File: src/rtl/ackseq_pkg.sv
// Package: shared widths and constants for the acknowledge vector sequencer.
// Assumes an 8-bit data bus and eight request levels.
package ackseq_pkg;
    localparam int LVL_W     = 3;
    localparam int N_LVL     = 1 << LVL_W;
    localparam int DATA_W    = 8;
    localparam int PAGE_LO_W = DATA_W - LVL_W - 2;
    localparam int VBASE_W   = DATA_W - LVL_W;
    localparam int IDX_W     = 2;

    localparam logic [DATA_W-1:0] CALL_OPCODE  = 8'hCD;
    localparam logic [LVL_W-1:0]  LVL_FALLBACK = LVL_W'(N_LVL - 1);

    typedef logic [LVL_W-1:0] lvl_t;
    typedef logic [IDX_W-1:0] idx_t;
    typedef logic [DATA_W-1:0] byte_t;
endpackage

File: src/rtl/strobe_edge.sv
// Module: strobe_edge
// Brings an asynchronous active-low strobe into the clock domain through a
// STAGES-deep synchronizer, then reports its level and both of its edges.
// Assumes the strobe holds each level for longer than STAGES+1 clocks.
module strobe_edge #(
    parameter int STAGES = 2
) (
    input  logic clk,
    input  logic rst_n,
    input  logic strobe_n,
    output logic active,
    output logic start,
    output logic finish
);
    logic [STAGES-1:0] sync_q;
    logic              prev_q;

    // Synchronizer chain: stage 0 samples the pin, later stages retime it.
    genvar g;
    generate
        for (g = 0; g < STAGES; g++) begin : g_stage
            if (g == 0) begin : g_first
                always_ff @(posedge clk) begin
                    if (!rst_n) sync_q[g] <= 1'b1;
                    else        sync_q[g] <= strobe_n;
                end
            end else begin : g_rest
                always_ff @(posedge clk) begin
                    if (!rst_n) sync_q[g] <= 1'b1;
                    else        sync_q[g] <= sync_q[g-1];
                end
            end
        end
    endgenerate

    // Edge memory: previous value of the synchronized strobe.
    always_ff @(posedge clk) begin
        if (!rst_n) prev_q <= 1'b1;
        else        prev_q <= sync_q[STAGES-1];
    end

    assign active = ~sync_q[STAGES-1];
    assign start  = prev_q & ~sync_q[STAGES-1];
    assign finish = ~prev_q & sync_q[STAGES-1];
endmodule

File: src/rtl/cascade_sel.sv
// Module: cascade_sel
// Decides the cascade role for the level being acknowledged: the identity a
// master places on the cascade bus, whether the master leaves the vector
// bytes to a slave, and whether a slave is addressed by the cascade bus.
// Purely combinational; assumes cas_in is stable during a sequence.
module cascade_sel
    import ackseq_pkg::*;
(
    input  logic             cascaded,
    input  logic             master,
    input  logic [N_LVL-1:0] id_map,
    input  lvl_t             level,
    input  lvl_t             cas_in,
    output lvl_t             master_cas,
    output logic             master_defers,
    output logic             slave_role,
    output logic             slave_hit
);
    logic level_has_slave;

    // Role and selection decode.
    always_comb begin
        level_has_slave = id_map[level];
        master_defers   = cascaded & master & level_has_slave;
        master_cas      = master_defers ? level : '0;
        slave_role      = cascaded & ~master;
        slave_hit       = slave_role & (cas_in == id_map[LVL_W-1:0]);
    end
endmodule

File: src/rtl/vector_fmt.sv
// Module: vector_fmt
// Builds the byte for a given pulse index of the acknowledge sequence, or
// the status byte of a poll read. Purely combinational.
module vector_fmt
    import ackseq_pkg::*;
(
    input  logic                 two_pulse,
    input  logic                 ivl4,
    input  idx_t                 idx,
    input  lvl_t                 level,
    input  logic [PAGE_LO_W-1:0] page_lo,
    input  byte_t                page_hi,
    input  logic [VBASE_W-1:0]   vec_base,
    input  logic                 poll_rd,
    input  logic                 poll_valid,
    input  lvl_t                 poll_level,
    output byte_t                data
);
    byte_t low_byte;

    // Low address byte: handler spacing decides where the level sits.
    always_comb begin
        if (ivl4) low_byte = {page_lo, level, 2'b00};
        else      low_byte = {page_lo[PAGE_LO_W-1:1], level, 3'b000};
    end

    // Byte select by mode and pulse index.
    always_comb begin
        if (poll_rd) begin
            data = {poll_valid, {(DATA_W-LVL_W-1){1'b0}}, poll_level};
        end else if (two_pulse) begin
            data = {vec_base, level};
        end else begin
            unique case (idx)
                2'd0:    data = CALL_OPCODE;
                2'd1:    data = low_byte;
                default: data = page_hi;
            endcase
        end
    end
endmodule

File: src/rtl/ack_vector_seq.sv
// Module: ack_vector_seq (top)
// Counts acknowledge pulses, latches the winning level at the first one,
// drives call/address or vector bytes per mode and cascade role, drives the
// master cascade identity, handles poll reads and emits freeze,
// set-in-service and automatic end-of-interrupt strobes.
// Assumes configuration is static within a sequence and that acknowledge
// and poll reads never overlap.
module ack_vector_seq
    import ackseq_pkg::*;
#(
    parameter int SYNC_STAGES = 2
) (
    input  logic                 clk,
    input  logic                 rst_n,
    input  logic                 cfg_init,
    input  logic                 poll_arm,
    input  logic                 ack_n,
    input  logic                 rd_n,
    input  logic                 win_valid,
    input  logic [LVL_W-1:0]     win_level,
    input  logic                 cfg_two_pulse,
    input  logic                 cfg_ivl4,
    input  logic                 cfg_auto_eoi,
    input  logic                 cfg_cascaded,
    input  logic                 cfg_master,
    input  logic [N_LVL-1:0]     cfg_id_map,
    input  logic [PAGE_LO_W-1:0] cfg_page_lo,
    input  logic [DATA_W-1:0]    cfg_page_hi,
    input  logic [VBASE_W-1:0]   cfg_vec_base,
    input  logic [LVL_W-1:0]     cas_in,
    output logic [DATA_W-1:0]    data_out,
    output logic                 data_oe,
    output logic [LVL_W-1:0]     cas_out,
    output logic                 freeze,
    output logic                 set_isr,
    output logic [LVL_W-1:0]     set_level,
    output logic                 aeoi
);
    logic ack_act, ack_start, ack_end;
    logic rd_act,  rd_start,  rd_end;

    idx_t  cnt_q, idx_q, last_idx;
    lvl_t  lvl_q, plvl_q, cas_q, setlvl_q;
    logic  in_ack_q, in_poll_q, poll_pend_q, poll_valid_q;
    logic  freeze_q, set_q, aeoi_q, oe_q;
    byte_t dout_q, fmt_byte;

    lvl_t  m_cas;
    logic  m_defers, s_role, s_hit, ack_drive, drive;

    strobe_edge #(.STAGES(SYNC_STAGES)) u_ack_edge (
        .clk(clk), .rst_n(rst_n), .strobe_n(ack_n),
        .active(ack_act), .start(ack_start), .finish(ack_end)
    );

    strobe_edge #(.STAGES(SYNC_STAGES)) u_rd_edge (
        .clk(clk), .rst_n(rst_n), .strobe_n(rd_n),
        .active(rd_act), .start(rd_start), .finish(rd_end)
    );

    cascade_sel u_cas (
        .cascaded(cfg_cascaded), .master(cfg_master), .id_map(cfg_id_map),
        .level(lvl_q), .cas_in(cas_in), .master_cas(m_cas),
        .master_defers(m_defers), .slave_role(s_role), .slave_hit(s_hit)
    );

    vector_fmt u_fmt (
        .two_pulse(cfg_two_pulse), .ivl4(cfg_ivl4), .idx(idx_q),
        .level(lvl_q), .page_lo(cfg_page_lo), .page_hi(cfg_page_hi),
        .vec_base(cfg_vec_base), .poll_rd(in_poll_q),
        .poll_valid(poll_valid_q), .poll_level(plvl_q), .data(fmt_byte)
    );

    // Index of the final pulse for the selected bus mode.
    assign last_idx = cfg_two_pulse ? 2'd1 : 2'd2;

    // Bus drive decision for the pulse in progress.
    always_comb begin
        if (s_role)             ack_drive = (idx_q != 2'd0) & s_hit;
        else if (idx_q == 2'd0) ack_drive = ~cfg_two_pulse;
        else                    ack_drive = ~m_defers;
        drive = (in_poll_q & rd_act) | (in_ack_q & ack_act & ack_drive);
    end

    // Sequence state: pulse counter, level latch, cascade hold and strobes.
    always_ff @(posedge clk) begin
        if (!rst_n) begin
            cnt_q        <= '0;
            idx_q        <= '0;
            lvl_q        <= '0;
            plvl_q       <= '0;
            cas_q        <= '0;
            setlvl_q     <= '0;
            in_ack_q     <= 1'b0;
            in_poll_q    <= 1'b0;
            poll_pend_q  <= 1'b0;
            poll_valid_q <= 1'b0;
            freeze_q     <= 1'b0;
            set_q        <= 1'b0;
            aeoi_q       <= 1'b0;
        end else begin
            freeze_q <= 1'b0;
            set_q    <= 1'b0;
            aeoi_q   <= 1'b0;
            if (cfg_init) begin
                cnt_q       <= '0;
                idx_q       <= '0;
                cas_q       <= '0;
                in_ack_q    <= 1'b0;
                in_poll_q   <= 1'b0;
                poll_pend_q <= 1'b0;
            end else begin
                if (poll_arm) poll_pend_q <= 1'b1;
                if (ack_start) begin
                    in_ack_q <= 1'b1;
                    idx_q    <= cnt_q;
                    if (cnt_q == 2'd0) begin
                        freeze_q <= 1'b1;
                        set_q    <= win_valid;
                        setlvl_q <= win_level;
                        lvl_q    <= win_valid ? win_level : LVL_FALLBACK;
                    end
                end
                if (ack_end && in_ack_q) begin
                    in_ack_q <= 1'b0;
                    if (idx_q == last_idx) begin
                        cnt_q  <= '0;
                        cas_q  <= '0;
                        aeoi_q <= cfg_auto_eoi;
                    end else begin
                        cnt_q <= idx_q + 2'd1;
                        if (idx_q == 2'd0) cas_q <= m_cas;
                    end
                end
                if (rd_start && poll_pend_q) begin
                    in_poll_q    <= 1'b1;
                    freeze_q     <= 1'b1;
                    set_q        <= win_valid;
                    setlvl_q     <= win_level;
                    poll_valid_q <= win_valid;
                    plvl_q       <= win_valid ? win_level : '0;
                end
                if (rd_end && in_poll_q) begin
                    in_poll_q   <= 1'b0;
                    poll_pend_q <= 1'b0;
                end
            end
        end
    end

    // Output register: bus byte and its enable.
    always_ff @(posedge clk) begin
        if (!rst_n) begin
            oe_q   <= 1'b0;
            dout_q <= '0;
        end else begin
            oe_q   <= drive & ~cfg_init;
            dout_q <= fmt_byte;
        end
    end

    assign data_out  = dout_q;
    assign data_oe   = oe_q;
    assign cas_out   = cas_q;
    assign freeze    = freeze_q;
    assign set_isr   = set_q;
    assign set_level = setlvl_q;
    assign aeoi      = aeoi_q;
endmodule

File: config.mk
export PLATFORM = sky130hd
export DESIGN_NAME = ack_vector_seq
export DESIGN_NICKNAME = d
export VERILOG_FILES = /design/src/rtl/ackseq_pkg.sv /design/src/rtl/strobe_edge.sv /design/src/rtl/cascade_sel.sv /design/src/rtl/vector_fmt.sv /design/src/rtl/ack_vector_seq.sv
export SDC_FILE = /design/constraint.sdc
export NUM_CORES = 1
export LEC_CHECK = 0
export CORE_MARGIN = 2
export CORE_UTILIZATION = 45
export CTS_BUF_LIST = sky130_fd_sc_hd__clkbuf_2 sky130_fd_sc_hd__clkbuf_4 sky130_fd_sc_hd__clkbuf_8
export DETAILED_ROUTE_END_ITERATION = 16
export GPL_TIMING_DRIVEN = 0
export PLACE_DENSITY = 0.84
export SYNTH_ARGS = -nofsm -noshare
export SYNTH_HDL_FRONTEND = slang
export SYNTH_SLANG_ARGS = --single-unit
export TNS_END_PERCENT = 5
File: constraint.sdc
create_clock -name clk -period 2.7 [get_ports clk]
set_input_delay 0.54 -clock clk [delete_from_list [all_inputs] [get_ports clk]]
set_output_delay 0.54 -clock clk [all_outputs]
set_load 0.05 [all_outputs]
Word level (Yosys, flattened, before mapping):

Index checks and enable logic that the tools add are counted.
Widths: inputs -> output; s select.

* input bits: 42
* output and inout bits: 18
* register bits after elaboration: 38
* logic and storage cells: 94

* muxes and demuxes: 24
* add/subtract/negate cells: 1
* bitwise logic cells: 25
* reductions and logical operators: 18
* eq/ne operators: 3
* $lt $le $gt $ge: 1

Operators by type and width (count)
* $mux 3: 8
* $mux 8: 2
* $pmux 8 s2: 1
* $and 1x1->1: 13
* $not 1->1: 11
* $mux 1: 9
* $reduce_bool 2->1: 4
* $mux 6: 1
* $reduce_and 3->1: 2
* $reduce_or 3->1: 2
* $logic_not 2->1: 2
* $lt 3x4->1 const B: 1
* $mux 2: 2
* $reduce_and 2->1: 2
* $reduce_or 2->1: 2
* $reduce_or 4->1: 1
* $bmux 1 s3: 1
* $eq 3x3->1: 1
* $logic_and 1x1->1: 3
* $add 2x1->2 const B: 1
* $eq 2x1->1 const B: 1
* $eq 2x2->1: 1
* $or 1x1->1: 1

Longest topological paths before layout:

Gate-level depths: netlist of the first run.

* depth after elaboration: 9
* mapped depth: 7
* mapped depth without buffers: 6

By module:

From an unflattened synthesis of the first run, not the netlist that was laid out.

* cell total of the unflattened synthesis: 205
* area total of the unflattened synthesis: 1888.1 sq um

By module, submodules not included
* ack_vector_seq: area each 1238.7 sq um, cells an instance 124, sequential area each 640.6 sq um, times used 1
* vector_fmt: area each 259.0 sq um, cells an instance 40, sequential area each 0.0 sq um, times used 1
* cascade_sel: area each 195.2 sq um, cells an instance 23, sequential area each 0.0 sq um, times used 1
* strobe_edge: area each 97.6 sq um, cells an instance 9, sequential area each 60.1 sq um, times used 2

Worst setup path after synthesis of the first run:

Ideal clock, no wire load.

* kind: input to register
* from: input cfg_two_pulse
* to: register oe_q (netlist: data_oe)
* path buffers: 2
* required time: 2.608 ns
* library setup time: 0.092 ns
* slack: 1.255 ns
* data arrival time: 1.353 ns
* stages: 5
* path through: buf_2 > buf_6 > a2111oi_0 > o21ai_0 > o32ai_1

* longest elaborated chain between the ends: 6

Ends and longest elaborated chain
* from (decl): RTL line ack_vector_seq.sv:21 `input logic cfg_two_pulse,`
* $not 1->1: RTL line ack_vector_seq.sv:80 `else if (idx_q == 2'd0) ack_drive = ~cfg_two_pulse;`
* $mux 1: RTL line ack_vector_seq.sv:80
* $mux 1: RTL line ack_vector_seq.sv:79 `if (s_role) ack_drive = (idx_q != 2'd0) & s_hit;`
* $and 1x1->1: RTL line ack_vector_seq.sv:82 `drive = (in_poll_q & rd_act) | (in_ack_q & ack_act & ack_drive);`
* $or 1x1->1: RTL line ack_vector_seq.sv:82
* $and 1x1->1: RTL line ack_vector_seq.sv:157 `oe_q <= drive & ~cfg_init;`
* to (signal assigned): RTL line ack_vector_seq.sv:157
* to (decl): RTL line ack_vector_seq.sv:45 `logic freeze_q, set_q, aeoi_q, oe_q;`

No other way between the ends.
A chain may end at the register's enable or synchronous reset.

Final worst setup path of the first run:

* from: register setlvl_q[0] (netlist: set_level[0])
* to: output set_level[0]

RTL lines
* from (decl): RTL line ack_vector_seq.sv:43 `lvl_t lvl_q, plvl_q, cas_q, setlvl_q;`
* from (signal assigned): RTL line ack_vector_seq.sv:120 `setlvl_q <= win_level;`
* from (signal assigned): RTL line ack_vector_seq.sv:139 `setlvl_q <= win_level;`
* to (decl): RTL line ack_vector_seq.sv:36 `output logic [LVL_W-1:0] set_level,`

No word-level cell between the ends.

==> flow_summary.yaml, run 1 <==
setup_path:
  crit_path_max_fanout: 2
  start_kind: "flop"
  reg2reg_from: "idx_q[0]"
  cp_top_family: "buffers and inverters"
  crit_type: "flop to primary output"
  endpoint: "set_level[0]"
  slowest_stage: "clkdlybuf4s50_1"
  startpoint: "set_level[0]"
  r2r_setup_slack_ps: 870
  worstPathRequired_ps: 2160
  r2r_end: "data_oe"
  path_buf_inv: 1
  reg2reg_depth: 5
  worstSetupEndpointType: "primary output"
  worst-endpoint-arrival_ps: 1440
  cp.depth: 1
  slowest_delay_ps: 810
  path_cells: "clkdlybuf4s50_1"
grt:
  grt_pass1_wl_um: 6748
  grt_pass1_vias: 1521
  grt_max_degree: 12
  antenna_found_initial: 0
  overflow: 0
  track_usage_pct: 20.21
synth:
  synthArstFlopShare_pct: 0
  avgSynthCellArea_um2: 9.299
  synth-main-ff-cell: "dfxtp_1"
  synth_seq_area_share_pct: 42.61
  syn_inst: 192
  synth_edf_count: 0
  synth_cell_types: 44
  synthesis.nets: 236
  ys_warn_count: 0
  syn_area_mm2: 0.001785
  ys_ff_latch: 38
outcome:
  outcome: "finished, final reports clean"
route:
  drt_wl_total_um: 4172
  routedWlPerCell_um: 13.68
  ant_nets: 0
  route.vias.total: 1588
  dr.pass1.iters: 4
  vias_per_cell: 5.207
  met3_length_um: 389
  first_iter_violations: 53
  m1WireLength_um: 1812
  drc: 0
  met2WireLength_um: 1905
  top_layer_used: "met4"
floorplan:
  die-area_mm2: 0.004488
  fp.dieW_um: 66.99
  die_y_um: 66.99
  initial_core_util_pct: 47.69
  core.rowCount: 22
  num_io_pins: 60
  core_mm2: 0.003744
timing:
  maxSlewViolCount: 0
  worst_pin_slew_ps: 531.7
  finalSetupTns_ps: 0
  fmax_mhz: 504.3
  hold_violations: 0
  setup_violations: 0
  skew_ps: 5.103
  rsz0062_at_grt: "false"
  max_slew_margin_pct: 64.26
  fin_crit_sh_pct: 73.44
  finalCriticalPeriod_ps: 1983
clock_tree:
  tritoncts: "yes"
  cts_max_level: 2
  cts_buffers: 5
  clockRootBuffer: "clkbuf_8"
  ctsResizeCount: 0
  clk_latency_ps: 290
  path_clk_slew_ps: 70
  clock_sinks: 38
  cts_hold_buffers: 0
  cts_max_path_buffers: 2
  cts_setup_buffers: 0
placement:
  gp_congestion: 0.8050
  dp_hpwl_um: 3104
  portBuffers: 57
final_layout:
  drive_above_1_share_pct: 8.171
  nets: 300
  n_antenna_cell: 0
  area_delta_synth_final_pct: 40.64
  fill_cells: 321
power:
  finalPower_mw: 1.165
  peakVddDrop_mv: 0.2851
  p_per_area_mw_per_mm2: 464.1
  leakagePower_nw: 0.9664
min_path:
  hold_path_class: "flop to flop"
flow_run:
  maxCapViolCount: 0
## Yosys cell counts, types with 2 or more instances
cell	count	area share (%)
a211oi_1	3	1.3
a21boi_0	6	2.5
a21oi_1	10	2.8
a221oi_1	3	1.5
buf_2	2	0.56
buf_6	2	1.3
clkbuf_1	5	1.1
dfxtp_1	38	43
ha_1	2	1.4
inv_1	12	2.5
mux2i_1	10	5.6
nand2_1	20	4.2
nand2b_1	6	2.1
nand3_1	4	1.1
nand3b_1	5	2.1
nand4_1	3	1.1
nor2_1	9	1.9
nor2b_1	10	3.5
nor3_1	2	0.56
nor3b_1	3	1.3
nor4_2	2	1.4
nor4b_1	2	0.98
o211a_1	4	2.2
o211ai_1	2	0.84
o21ai_0	6	1.7
xor2_1	3	1.5
## cells by family after synthesis
family          count (synthesis)  share of synthesized area (%)
compound gates                 43                          18.15
mux                            12                          7.078
buf+inv                        21                          5.396
xor+xnor                        3                          1.472
flops                          38                          42.61
fa+ha+maj                       2                          1.401
simple gates                   73                          23.90
## stage by stage
step / instance area [um^2] / cells / util (%) / hold slack (ps) / setup WS [ps]
floorplan: 1785 / 192 / - / 386.3 / 1255
global placement: 2416 / 297 / 64.54 / 389.2 / 608.7
detailed placement: 2416 / 297 / 64.54 / 395.1 / 623.8
CTS: 2511 / 305 / 67.08 / 411.3 / 707.2
global route: 2511 / 305 / 67.08 / 430.7 / 669.8
finish: 2511 / 305 / 67.08 / 405.4 / 717.2
## area by class of cell
type                            instances  area [um^2]  share of cell area, %
Clock inverter                          1        5.005                 0.1993
Multi-Input combinational cell        133        928.4                  36.97
Tap cell                               48        60.06                  2.392
Sequential cell                        38        760.7                  30.29
Clock buffer                            7        90.09                  3.587
Buffer                                  9        51.30                  2.043
Inverter                               12        45.04                  1.794
Timing Repair Buffer                   57        570.5                  22.72
## placed cells by master (no fill, tap or decap), drive strengths merged, types with 4 or more instances in the layout
master         Yosys  routed
nand2b             7       7
nand3              4       4
nand3b             5       5
a21oi             10      10
dfxtp             38      38
clkdlybuf4s50      0      57
inv               12      12
nor2               9       9
nand2             20      20
nor2b             10      10
buf                4       4
o21ai              6       6
clkbuf             5      12
o211a              4       4
a21boi             6       6
mux2i             10      10
## worst min-delay path by stage
| stage | from | depth (start not counted) | end | slack [ps] |
|---|---|---|---|---|
| 6_report | u_ack_edge.sync_q[0] | 1 | u_ack_edge.sync_q[1] | 410 |
| 5_1_grt | u_ack_edge.sync_q[0] | 1 | u_ack_edge.sync_q[1] | 430 |
| 4_1_cts | u_ack_edge.sync_q[0] | 1 | u_ack_edge.sync_q[1] | 410 |
| 3_5_place_dp | u_ack_edge.sync_q[0] | 1 | u_ack_edge.sync_q[1] | 400 |
| 3_3_place_gp | u_ack_edge.sync_q[0] | 1 | u_ack_edge.sync_q[1] | 390 |
| 2_1_floorplan | u_ack_edge.sync_q[0] | 1 | u_ack_edge.sync_q[1] | 390 |
## registers in the layout, summed over array words and instances, names as in the netlist, 2 cells and up
name               cells
plvl_q                 3
cnt_q                  2
cas_out                3
idx_q                  2
data_out               8
set_level              3
lvl_q                  3
u_ack_edge.sync_q      2
u_rd_edge.sync_q       2
## routing by layer
metal  GRT usage [%]  vias to the layer above
li1                -                      808
met1           24.08                      714
met2           32.75                       59
met3           6.588                        7
met4           9.439                        0
met5               0                        -
## where the power goes
group | leakage [nW] | switching, mW | internal, mW
Sequential | 0.310 | 0.00884 | 0.575
Combinational | 0.605 | 0.0820 | 0.0962
Clock | 0.0517 | 0.187 | 0.216
Total | 0.966 | 0.278 | 0.887
No activity file was read; power rests on OpenSTA's default activity.
==> run 2, diff against run 1 <==
==> constraint.sdc (replaced) <==
create_clock -name clk -period 1.9 [get_ports clk]
set_input_delay 0.38 -clock clk [delete_from_list [all_inputs] [get_ports clk]]
set_output_delay 0.38 -clock clk [all_outputs]
set_load 0.05 [all_outputs]
==> flow_summary.yaml, run 2 (synthesis gave the netlist of run 1 again) <==
final_layout:
  fill_cells: 320
  regArea_um2: 762.0
  nets: 300
  area_delta_synth_final_pct: 40.71
  largest_reg_flops: 8
  drive_above_1_share_pct: 8.560
  multi_input_area_um2: 928.4
  n_antenna_cell: 0
  layout_commonest_cell: "clkdlybuf4s50_1"
  final_cell_mix: "clkdlybuf4s50_1 (57), dfxtp_1 (37), nand2_1 (20), inv_1 (12)"
grt:
  antenna_found_initial: 0
  grt_pass1_wl_um: 6748
  overflow: 0
  track_usage_pct: 20.21
  grt_pass1_vias: 1521
  grt_max_degree: 12
floorplan:
  fp.dieW_um: 66.99
  initial_core_util_pct: 47.69
  die_y_um: 66.99
  die-area_mm2: 0.004488
  core.rowCount: 22
  core_mm2: 0.003744
  num_io_pins: 60
timing:
  max_slew_margin_pct: 64.26
  maxSlewViolCount: 0
  worst_pin_slew_ps: 531.7
  fin_crit_sh_pct: 95.94
  finalSetupTns_ps: 0
  fmax_mhz: 548.6
  rsz0062_at_grt: "false"
  setup_violations: 0
  whs_ps: 405.4
  skew_ps: 5.103
  finalCriticalPeriod_ps: 1823
  hold_violations: 0
  setup_ws_ps: 77.17
clock_tree:
  cts_setup_buffers: 0
  path_clk_slew_ps: 70
  ctsResizeCount: 0
  cts_hold_buffers: 0
  clockRootBuffer: "clkbuf_8"
  clk_latency_ps: 290
  cts_max_path_buffers: 2
  cts_buffers: 5
  cts_max_level: 2
  clock_sinks: 38
  tritoncts: "yes"
setup_path:
  worstPathRequired_ps: 1520
  crit_type: "flop to primary output"
  path_cells: "clkdlybuf4s50_1"
  start_kind: "flop"
  worstSetupEndpointType: "primary output"
  slowest_stage: "clkdlybuf4s50_1"
  worst-endpoint-arrival_ps: 1440
  slowest_delay_ps: 810
  cp_top_family: "buffers and inverters"
  crit_path_max_fanout: 2
  path_buf_inv: 1
power:
  leakagePower_nw: 0.9670
  p_per_area_mw_per_mm2: 659.2
  finalPower_mw: 1.656
  peakVddDrop_mv: 0.4052
placement:
  dp_slack_ps: -16.24
  gp_congestion: 0.8050
  portBuffers: 57
  dp_hpwl_um: 3104
min_path:
  hold_path_class: "flop to flop"
route:
  ant_nets: 0
  drc: 0
  dr.pass1.iters: 4
  vias_per_cell: 5.207
  route.vias.total: 1588
  first_iter_violations: 53
  routedWlPerCell_um: 13.68
  drt_wl_total_um: 4172
flow_run:
  maxCapViolCount: 0
outcome:
  outcome: "finished, final reports clean"
run 2: stage by stage:
step | cells | utilization (%) | cell area [um^2]
floorplan | 192 | - | 1785
global placement | 297 | 64.54 | 2416
detailed placement | 297 | 64.54 | 2416
CTS | 305 | 67.08 | 2511
global route | 305 | 67.11 | 2512
finish | 305 | 67.11 | 2512
run 2: cell type report:
cell class                 instances  share of cell area [%]
inverter                          12                   1.793
clock buffer                       7                   3.586
sequential                        38                   30.33
timing repair buffer              57                   22.71
multi-input combinational        133                   36.95
tap                               48                   2.390
clock inverter                     1                  0.1992
buffer                             9                   2.042
run 2: report_power, final:
group          leakage [nW]  internal (mW)  switching [mW]
clock                0.0517          0.307           0.266
combinational         0.605          0.137           0.117
sequential            0.311          0.818          0.0126
run 2: final timing paths:
kind / from / depth (start not counted) / slack [ps] / to
min: u_ack_edge.sync_q[0] / 1 / 410 / u_ack_edge.sync_q[1]
max reg2reg: idx_q[1] / 5 / 90 / data_oe
min reg2reg: u_ack_edge.sync_q[0] / 1 / 410 / u_ack_edge.sync_q[1]
max: set_level[0] / 1 / 80 / set_level[0]
run 2: metal layers:
layer	vias to the layer above	global-route usage, %	routed length [um]
li1	808	-	-
met1	714	24.08	1812
met2	59	32.75	1905
met3	7	6.588	389
met4	0	9.439	64
met5	-	0	0
run 2: worst register-to-register path: cells and delay by family, from the launching register on:
kind | cells | cell delay (ps)
buffers and inverters | 1 | 130
AOI/OAI and AO/OA | 3 | 830
DFF | 1 | 470
adders and majority gates | 1 | 300
